<file path="src/rtl/synth_load_pkg.sv">
package synth_load_pkg;
  // Steering bit meaning in the variable-length mode
  typedef enum logic {
    DEST_NA  = 1'b0,
    DEST_REF = 1'b1
  } dest_e;
endpackage

</file>
<file path="src/rtl/sl_sync.sv">
module sl_sync #(
  parameter int W      = 3,
  parameter int STAGES = 2
) (
  input  logic         clk,
  input  logic         rst_n,
  input  logic [W-1:0] raw_i,
  output logic [W-1:0] sync_o
);
  logic [W-1:0] stage_q [STAGES];

  for (genvar s = 0; s < STAGES; s++) begin : g_stage
    if (s == 0) begin : g_first
      always_ff @(posedge clk) begin
        if (!rst_n) stage_q[0] <= '0;
        else        stage_q[0] <= raw_i;
      end
    end else begin : g_next
      always_ff @(posedge clk) begin
        if (!rst_n) stage_q[s] <= '0;
        else        stage_q[s] <= stage_q[s-1];
      end
    end
  end

  assign sync_o = stage_q[STAGES-1];
endmodule

</file>
<file path="src/rtl/sl_shifter.sv">
module sl_shifter #(
  parameter int W = 18
) (
  input  logic         clk,
  input  logic         rst_n,
  input  logic         shift_i,
  input  logic         bit_i,
  output logic [W-1:0] word_o
);
  always_ff @(posedge clk) begin
    if (!rst_n)       word_o <= '0;
    else if (shift_i) word_o <= {word_o[W-2:0], bit_i};
  end
endmodule

</file>
<file path="src/rtl/sl_latch_bank.sv">
module sl_latch_bank
  import synth_load_pkg::*;
#(
  parameter int R_W         = 14,
  parameter int N_W         = 10,
  parameter int A_W         = 7,
  parameter int MIN_DIV     = 3,
  parameter bit FIXED_FRAME = 1'b0,
  parameter int SR_W        = 18
) (
  input  logic            clk,
  input  logic            rst_n,
  input  logic            load_i,
  input  logic [SR_W-1:0] word_i,
  output logic [R_W-1:0]  r_o,
  output logic [N_W-1:0]  n_o,
  output logic [A_W-1:0]  a_o,
  output logic [1:0]      sw_oe_o
);
  localparam int NA_W = N_W + A_W;
  localparam logic [R_W-1:0] R_FLOOR = R_W'(MIN_DIV);
  localparam logic [N_W-1:0] N_FLOOR = N_W'(MIN_DIV);

  function automatic logic [R_W-1:0] floor_r(input logic [R_W-1:0] v);
    return (v < R_FLOOR) ? R_FLOOR : v;
  endfunction

  function automatic logic [N_W-1:0] floor_n(input logic [N_W-1:0] v);
    return (v < N_FLOOR) ? N_FLOOR : v;
  endfunction

  if (!FIXED_FRAME) begin : g_steered
    dest_e          dest;
    logic [R_W-1:0] r_fld;
    logic [N_W-1:0] n_fld;
    logic [A_W-1:0] a_fld;

    assign dest  = dest_e'(word_i[0]);
    assign r_fld = word_i[R_W:1];
    assign n_fld = word_i[NA_W:A_W+1];
    assign a_fld = word_i[A_W:1];

    always_ff @(posedge clk) begin
      if (!rst_n) begin
        r_o <= R_FLOOR;
        n_o <= N_FLOOR;
        a_o <= '0;
      end else if (load_i) begin
        if (dest == DEST_REF) begin
          r_o <= floor_r(r_fld);
        end else begin
          n_o <= floor_n(n_fld);
          a_o <= a_fld;
        end
      end
    end
    assign sw_oe_o = 2'b00;
  end else begin : g_fixed
    logic [N_W-1:0] n_fld;
    logic [A_W-1:0] a_fld;
    logic [1:0]     sw_fld;

    assign sw_fld = {word_i[NA_W], word_i[NA_W+1]};
    assign n_fld  = word_i[NA_W-1:A_W];
    assign a_fld  = word_i[A_W-1:0];

    always_ff @(posedge clk) begin
      if (!rst_n) begin
        n_o     <= N_FLOOR;
        a_o     <= '0;
        sw_oe_o <= 2'b00;
      end else if (load_i) begin
        n_o     <= floor_n(n_fld);
        a_o     <= a_fld;
        sw_oe_o <= ~sw_fld;
      end
    end
    assign r_o = R_FLOOR;
  end
endmodule

</file>
<file path="src/rtl/synth_serial_loader.sv">
module synth_serial_loader #(
  parameter int R_W         = 14,
  parameter int N_W         = 10,
  parameter int A_W         = 7,
  parameter int MIN_DIV     = 3,
  parameter bit FIXED_FRAME = 1'b0,
  parameter int SYNC_STAGES = 2
) (
  input  logic           clk,
  input  logic           rst_n,
  input  logic           ser_clk,
  input  logic           ser_dat,
  input  logic           ser_le,
  output logic [R_W-1:0] r_div,
  output logic [N_W-1:0] n_div,
  output logic [A_W-1:0] a_cnt,
  output logic [1:0]     sw_oe
);
  localparam int NA_W    = N_W + A_W;
  localparam int STEER_W = ((R_W > NA_W) ? R_W : NA_W) + 1;
  localparam int SR_W    = FIXED_FRAME ? (NA_W + 2) : STEER_W;

  // pin order: [2] strobe, [1] data clock, [0] data
  logic [2:0]      pin_lvl;
  logic [1:0]      edge_q;
  logic            shift_pulse;
  logic            le_rise;
  logic [SR_W-1:0] sr_word;

  sl_sync #(.W(3), .STAGES(SYNC_STAGES)) u_sync (
    .clk    (clk),
    .rst_n  (rst_n),
    .raw_i  ({ser_le, ser_clk, ser_dat}),
    .sync_o (pin_lvl)
  );

  always_ff @(posedge clk) begin
    if (!rst_n) edge_q <= 2'b00;
    else        edge_q <= pin_lvl[2:1];
  end

  assign shift_pulse = pin_lvl[1] & ~edge_q[0];
  assign le_rise     = pin_lvl[2] & ~edge_q[1];

  sl_shifter #(.W(SR_W)) u_shift (
    .clk     (clk),
    .rst_n   (rst_n),
    .shift_i (shift_pulse),
    .bit_i   (pin_lvl[0]),
    .word_o  (sr_word)
  );

  sl_latch_bank #(
    .R_W(R_W), .N_W(N_W), .A_W(A_W), .MIN_DIV(MIN_DIV),
    .FIXED_FRAME(FIXED_FRAME), .SR_W(SR_W)
  ) u_bank (
    .clk     (clk),
    .rst_n   (rst_n),
    .load_i  (le_rise),
    .word_i  (sr_word),
    .r_o     (r_div),
    .n_o     (n_div),
    .a_o     (a_cnt),
    .sw_oe_o (sw_oe)
  );
endmodule

</file>
<file path="config.mk">
export PLATFORM = sky130hd
export DESIGN_NAME = synth_serial_loader
export DESIGN_NICKNAME = d
export VERILOG_FILES = /design/src/rtl/synth_load_pkg.sv /design/src/rtl/sl_sync.sv /design/src/rtl/sl_shifter.sv /design/src/rtl/sl_latch_bank.sv /design/src/rtl/synth_serial_loader.sv
export SDC_FILE = /design/constraint.sdc
export NUM_CORES = 1
export LEC_CHECK = 0
export BUFFER_PORTS_ARGS = -buffer_cell sky130_fd_sc_hd__buf_2
export CAP_MARGIN = 20
export CORE_MARGIN = 1
export CORE_UTILIZATION = 41
export CTS_BUF_LIST = sky130_fd_sc_hd__clkbuf_16
export DETAILED_ROUTE_END_ITERATION = 8
export GPL_TIMING_DRIVEN = 0
export PLACE_DENSITY = 0.72
export SYNTH_ARGS = -nofsm -noshare
export SYNTH_HDL_FRONTEND = slang
export SYNTH_HIERARCHICAL = 1
export SYNTH_SLANG_ARGS = --single-unit
</file>
<file path="constraint.sdc">
create_clock -name clk -period 1.3 [get_ports clk]
set_input_delay 0.13 -clock clk [delete_from_list [all_inputs] [get_ports clk]]
set_output_delay 0.13 -clock clk [all_outputs]
set_load 0.01 [all_outputs]
</file>
* After elaboration in Yosys (flattened, before gate mapping) *
Memory sizes are Yosys's and may differ from the RTL's.
Index checks and enable logic that the tools add are counted.

word-level totals
  flip-flop bits (word level) = 51
  bits in writable memories = 6
  word-level logic and storage cells = 23
  memories kept = 1

memories
  memory          depth  width  rd ports  clocked after memory_dff  wr ports  RTL line       source
  u_sync.stage_q  2      3      2         0                         2         sl_sync.sv:10  logic [W-1:0] stage_q [STAGES];

cells by class
  magnitude comparators = 2
  mux-type cells = 6
  bitwise gates (word level) = 7
  reduce and logical (&&, ||, !) cells = 2

operators by type and width
  kind                 count
  $lt 14x2->1 const B  1
  $mux 14              1
  $lt 10x2->1 const B  1
  $mux 10              1
  $mux 3               2
  $reduce_and 2->1     2
  $not 1->1            3
  $and 1x1->1          2
  $mux 1               2
  $or 1x1->1           2

* Depth between registers and ports, before layout *
  word-level depth = 3
  depth in mapped cells = 6
  gate-level depth less buffers = 4

* Hierarchy *
Netlist, hierarchy kept.

by module, submodules not included
  module               instances  cells an instance  area an instance (sq um)
  sl_latch_bank        1          146                1363.8
  sl_shifter           1          57                 688.2
  sl_sync              1          12                 157.7
  synth_serial_loader  1          6                  80.1

* Worst setup path after synthesis *
OpenSTA, ideal clock, no wires.

  path kind = register to register
  start = memory u_sync.stage_q[1][2]
  end = register u_bank.n_o[6]
  setup time = 66 ps
  arrival = 988 ps
  setup slack = 246 ps
  cell stages (with the launch flop) = 7
  buffers on the path = 2
  clock period less this slack = 1054 ps
  cells stage by stage = dfxtp_1 -> nor2b_4 -> nor2b_1 -> buf_4 -> buf_6 -> nand2_1 -> a21boi_2

RTL lines
  item                    RTL line             source
  start: declaration      sl_sync.sv:10
  end signal: assignment  sl_latch_bank.sv:52  n_o <= floor_n(n_fld);
  end: declaration        sl_latch_bank.sv:16  output logic [N_W-1:0] n_o,

==> metrics <==
Mapped Area ~2300 um2; total chip power 3800 uW; overall die height 76.7 um; initial antenna violation count 0; # Max-Cap Violations 0; R2R depth 6; number of distinct library cells after synthesis 25; Max FO, Critical Path 10; initial cell density of the core 0.437; Pwr Density 1360 nW/um2; Tmin final 1200 ps; xor/xnor share of the synthesized area 0; FP Rows 26; DRT Pass-1 Iters 4; Sink Count 57; final max-slew violation count 0; Setup violations, final 0; Port Buffers 35; CP required 1560 ps; Seq cells post-synth 57; Max VDD drop 0.000724 V; Core Util, Final 0.534; reg-to-reg endpoint u_bank/n_o[7]; clk slew on worst S/H paths 50 ps; mux share of post-synthesis cell area 0.0787; Compound-Gate Fraction of Synth Area 0.117; setup bufs post-CTS 0; Post-Route WL 4.14 mm; sequential share of power 0.465; Yosys warning count 6; Root Driver clkbuf_16; commonest non-fill, non-tap cells in the layout dfxtp_1 (57), nand2_1 (46), buf_2 (36); Post-Synth Simple-Gate Area 0.251; largest family of logic cells by synthesized area simple AND/OR/NAND/NOR gates; routed length per instance between 10 and 15 um; top post-synthesis cells by area dfxtp_1 (50%), mux2i_1 (7.9%), nand2_1 (7.5%); DP HPWL 2.78 mm; die width 76.7 um; CTS buffer count 9; Hold WC Path Type in -> reg; critical path endpoint category flop; switch share 0.197; commonest non-fill, non-tap cell in the layout dfxtp_1; CP startpoint u_sync/stage_q[1][2]; crit path launch type flop; CTS tree done; NumNets Final 273; CTS max path bufs 2; Critical Path AT 1450 ps; combinational cell fraction of total power 0.036; share of layout cells above drive strength 1 0.281; full die area 5890 um2; worst hold path depth 2; global placer's final weighted congestion 0.740; drt via density 4.53; first-pass GRT wire length 7.04 mm; ANT cells 0; hold buffers post-CTS 0; core area 5240 um2; vias in the first global route 1,435; Setup crit end u_bank/n_o[7]; critical path class reg -> reg; H-tree depth 3; outcome completed; Pint 3050 uW; Area Growth Syn to Fin 22.2%; TNS Setup 0 ps; clk_lat worst skew 320 ps; Fin Clk Skew between 5 and 6 ps; Seq/Total Area, Yosys 0.498; f_max around 0.83 GHz; io pins 38; antenna-violating nets left 0; number of hold violations in the final report 0; largest net degree at the start of global routing 25; net switching power figure 750 uW; via count 1,540; Post-Synthesis Cells 221; Yosys top cell by area dfxtp_1; Overflow after GRT 0; Leakage Power 0.00108 uW; Synth Area in Adders 0; DR iter-0 viols 71; final worst-path cycle share 0.922; average cell area after synthesis a little over 10 um2; Yosys top cell area share 0.498; r2r startpoint u_sync/stage_q[1][2]; Clk pwr share 0.499; r2r setup slk 100 ps; RSZ-0062 raised after global routing false; # DRC 0; total global-route track usage 0.157
==> layer usage <==
layer	vias to the layer above	routed length, um	global-route usage
li1	815	-	-
met1	680	2020	0.203
met2	37	1840	0.228
met3	8	203	0.0583
met4	0	78	0.0808
met5	-	0	0
==> final cells by class <==
| cell class | count | area (um2) |
|---|---|---|
| clock inverter | 4 | 15.0 |
| sequential | 57 | 1140 |
| timing repair buffer | 35 | 175 |
| clock buffer | 9 | 225 |
| fill | 477 | 2440 |
| tap | 70 | 87.6 |
| buffer | 14 | 124 |
| multi-input combinational | 151 | 1030 |
==> kinds of logic (layout without fill, tap and decap cells) <==
logic type	after synthesis	count (layout)
DFF	57	57
buffers and inverters	14	62
muxes	18	18
AOI/OAI and AO/OA	31	31
other	1	2
and+or+nand+nor	100	100
==> through the flow <==
stage          instance area (um2)  setup WS, ps  instances  hold WS [ps]
4_1_cts                       2800          93.6        340          3.32
3_3_place_gp                  2560           110        327           336
2_1_floorplan                 2290           246        222           252
6_report                      2800           101        340          14.6
3_5_place_dp                  2560          91.1        327           339
5_1_grt                       2800          6.20        340          12.5
==> how the worst min path moves through the flow <==
stage	start	endpoint	slack, ps
after floorplan	rst_n	edge_q[1]	250
after global placement	ser_dat	u_sync/stage_q[0][0]	340
after detailed placement	ser_clk	u_sync/stage_q[0][1]	340
after CTS	ser_clk	u_sync/stage_q[0][1]	3
after global routing	ser_clk	u_sync/stage_q[0][1]	10
final	ser_le	u_sync/stage_q[0][2]	10
==> state kept, by name, summed over array words and instances, names as in the netlist <==
name,cells
u_shift/word_o,18
u_bank/r_o,14
u_bank/n_o,10
u_bank/a_o,7
u_sync/stage_q,6
edge_q,2
==> repair_timing <==
item / in CTS / in global routing
hold endpoints to repair: 0 / 0
endpoints found under the setup margin: 0 / 1
gates resized for setup: 0 / 1
==> worst max-delay path, cell delays in order (launching register included) <==
cell and delay [ps]:
dfxtp_1 320, nor2b_4 160, nor2b_1 140, buf_4 160, buf_6 150, nand2_1 80, a21boi_2 120
==> power groups by stage <==
stage	clock network, uW	logic (uW)	registers (uW)
global placement	0	137	1800
global route	2040	149	1770
CTS	1960	139	1770
floorplan	0	108	1800
finish	1900	137	1770
detailed placement	0	138	1800
==> Yosys cell counts <==
| master | count |
|---|---|
| nand3_1 | 1 |
| nand4_1 | 1 |
| nand2b_1 | 1 |
| mux2i_1 | 18 |
| buf_4 | 3 |
| buf_6 | 3 |
| clkbuf_1 | 4 |
| nor2b_1 | 19 |
| conb_1 | 1 |
| a2bb2oi_1 | 2 |
| dfxtp_1 | 57 |
| nor2_1 | 1 |
| nand2_4 | 10 |
| nor3b_1 | 6 |
| a21boi_2 | 10 |
| a21boi_1 | 15 |
| nor2b_4 | 2 |
| nor4_1 | 1 |
| a21oi_1 | 2 |
| buf_2 | 2 |
| nand2_1 | 46 |
| a21boi_0 | 2 |
| nor3_1 | 3 |
| buf_12 | 2 |
| and2_1 | 9 |
No activity file was read; power rests on OpenSTA's default activity.
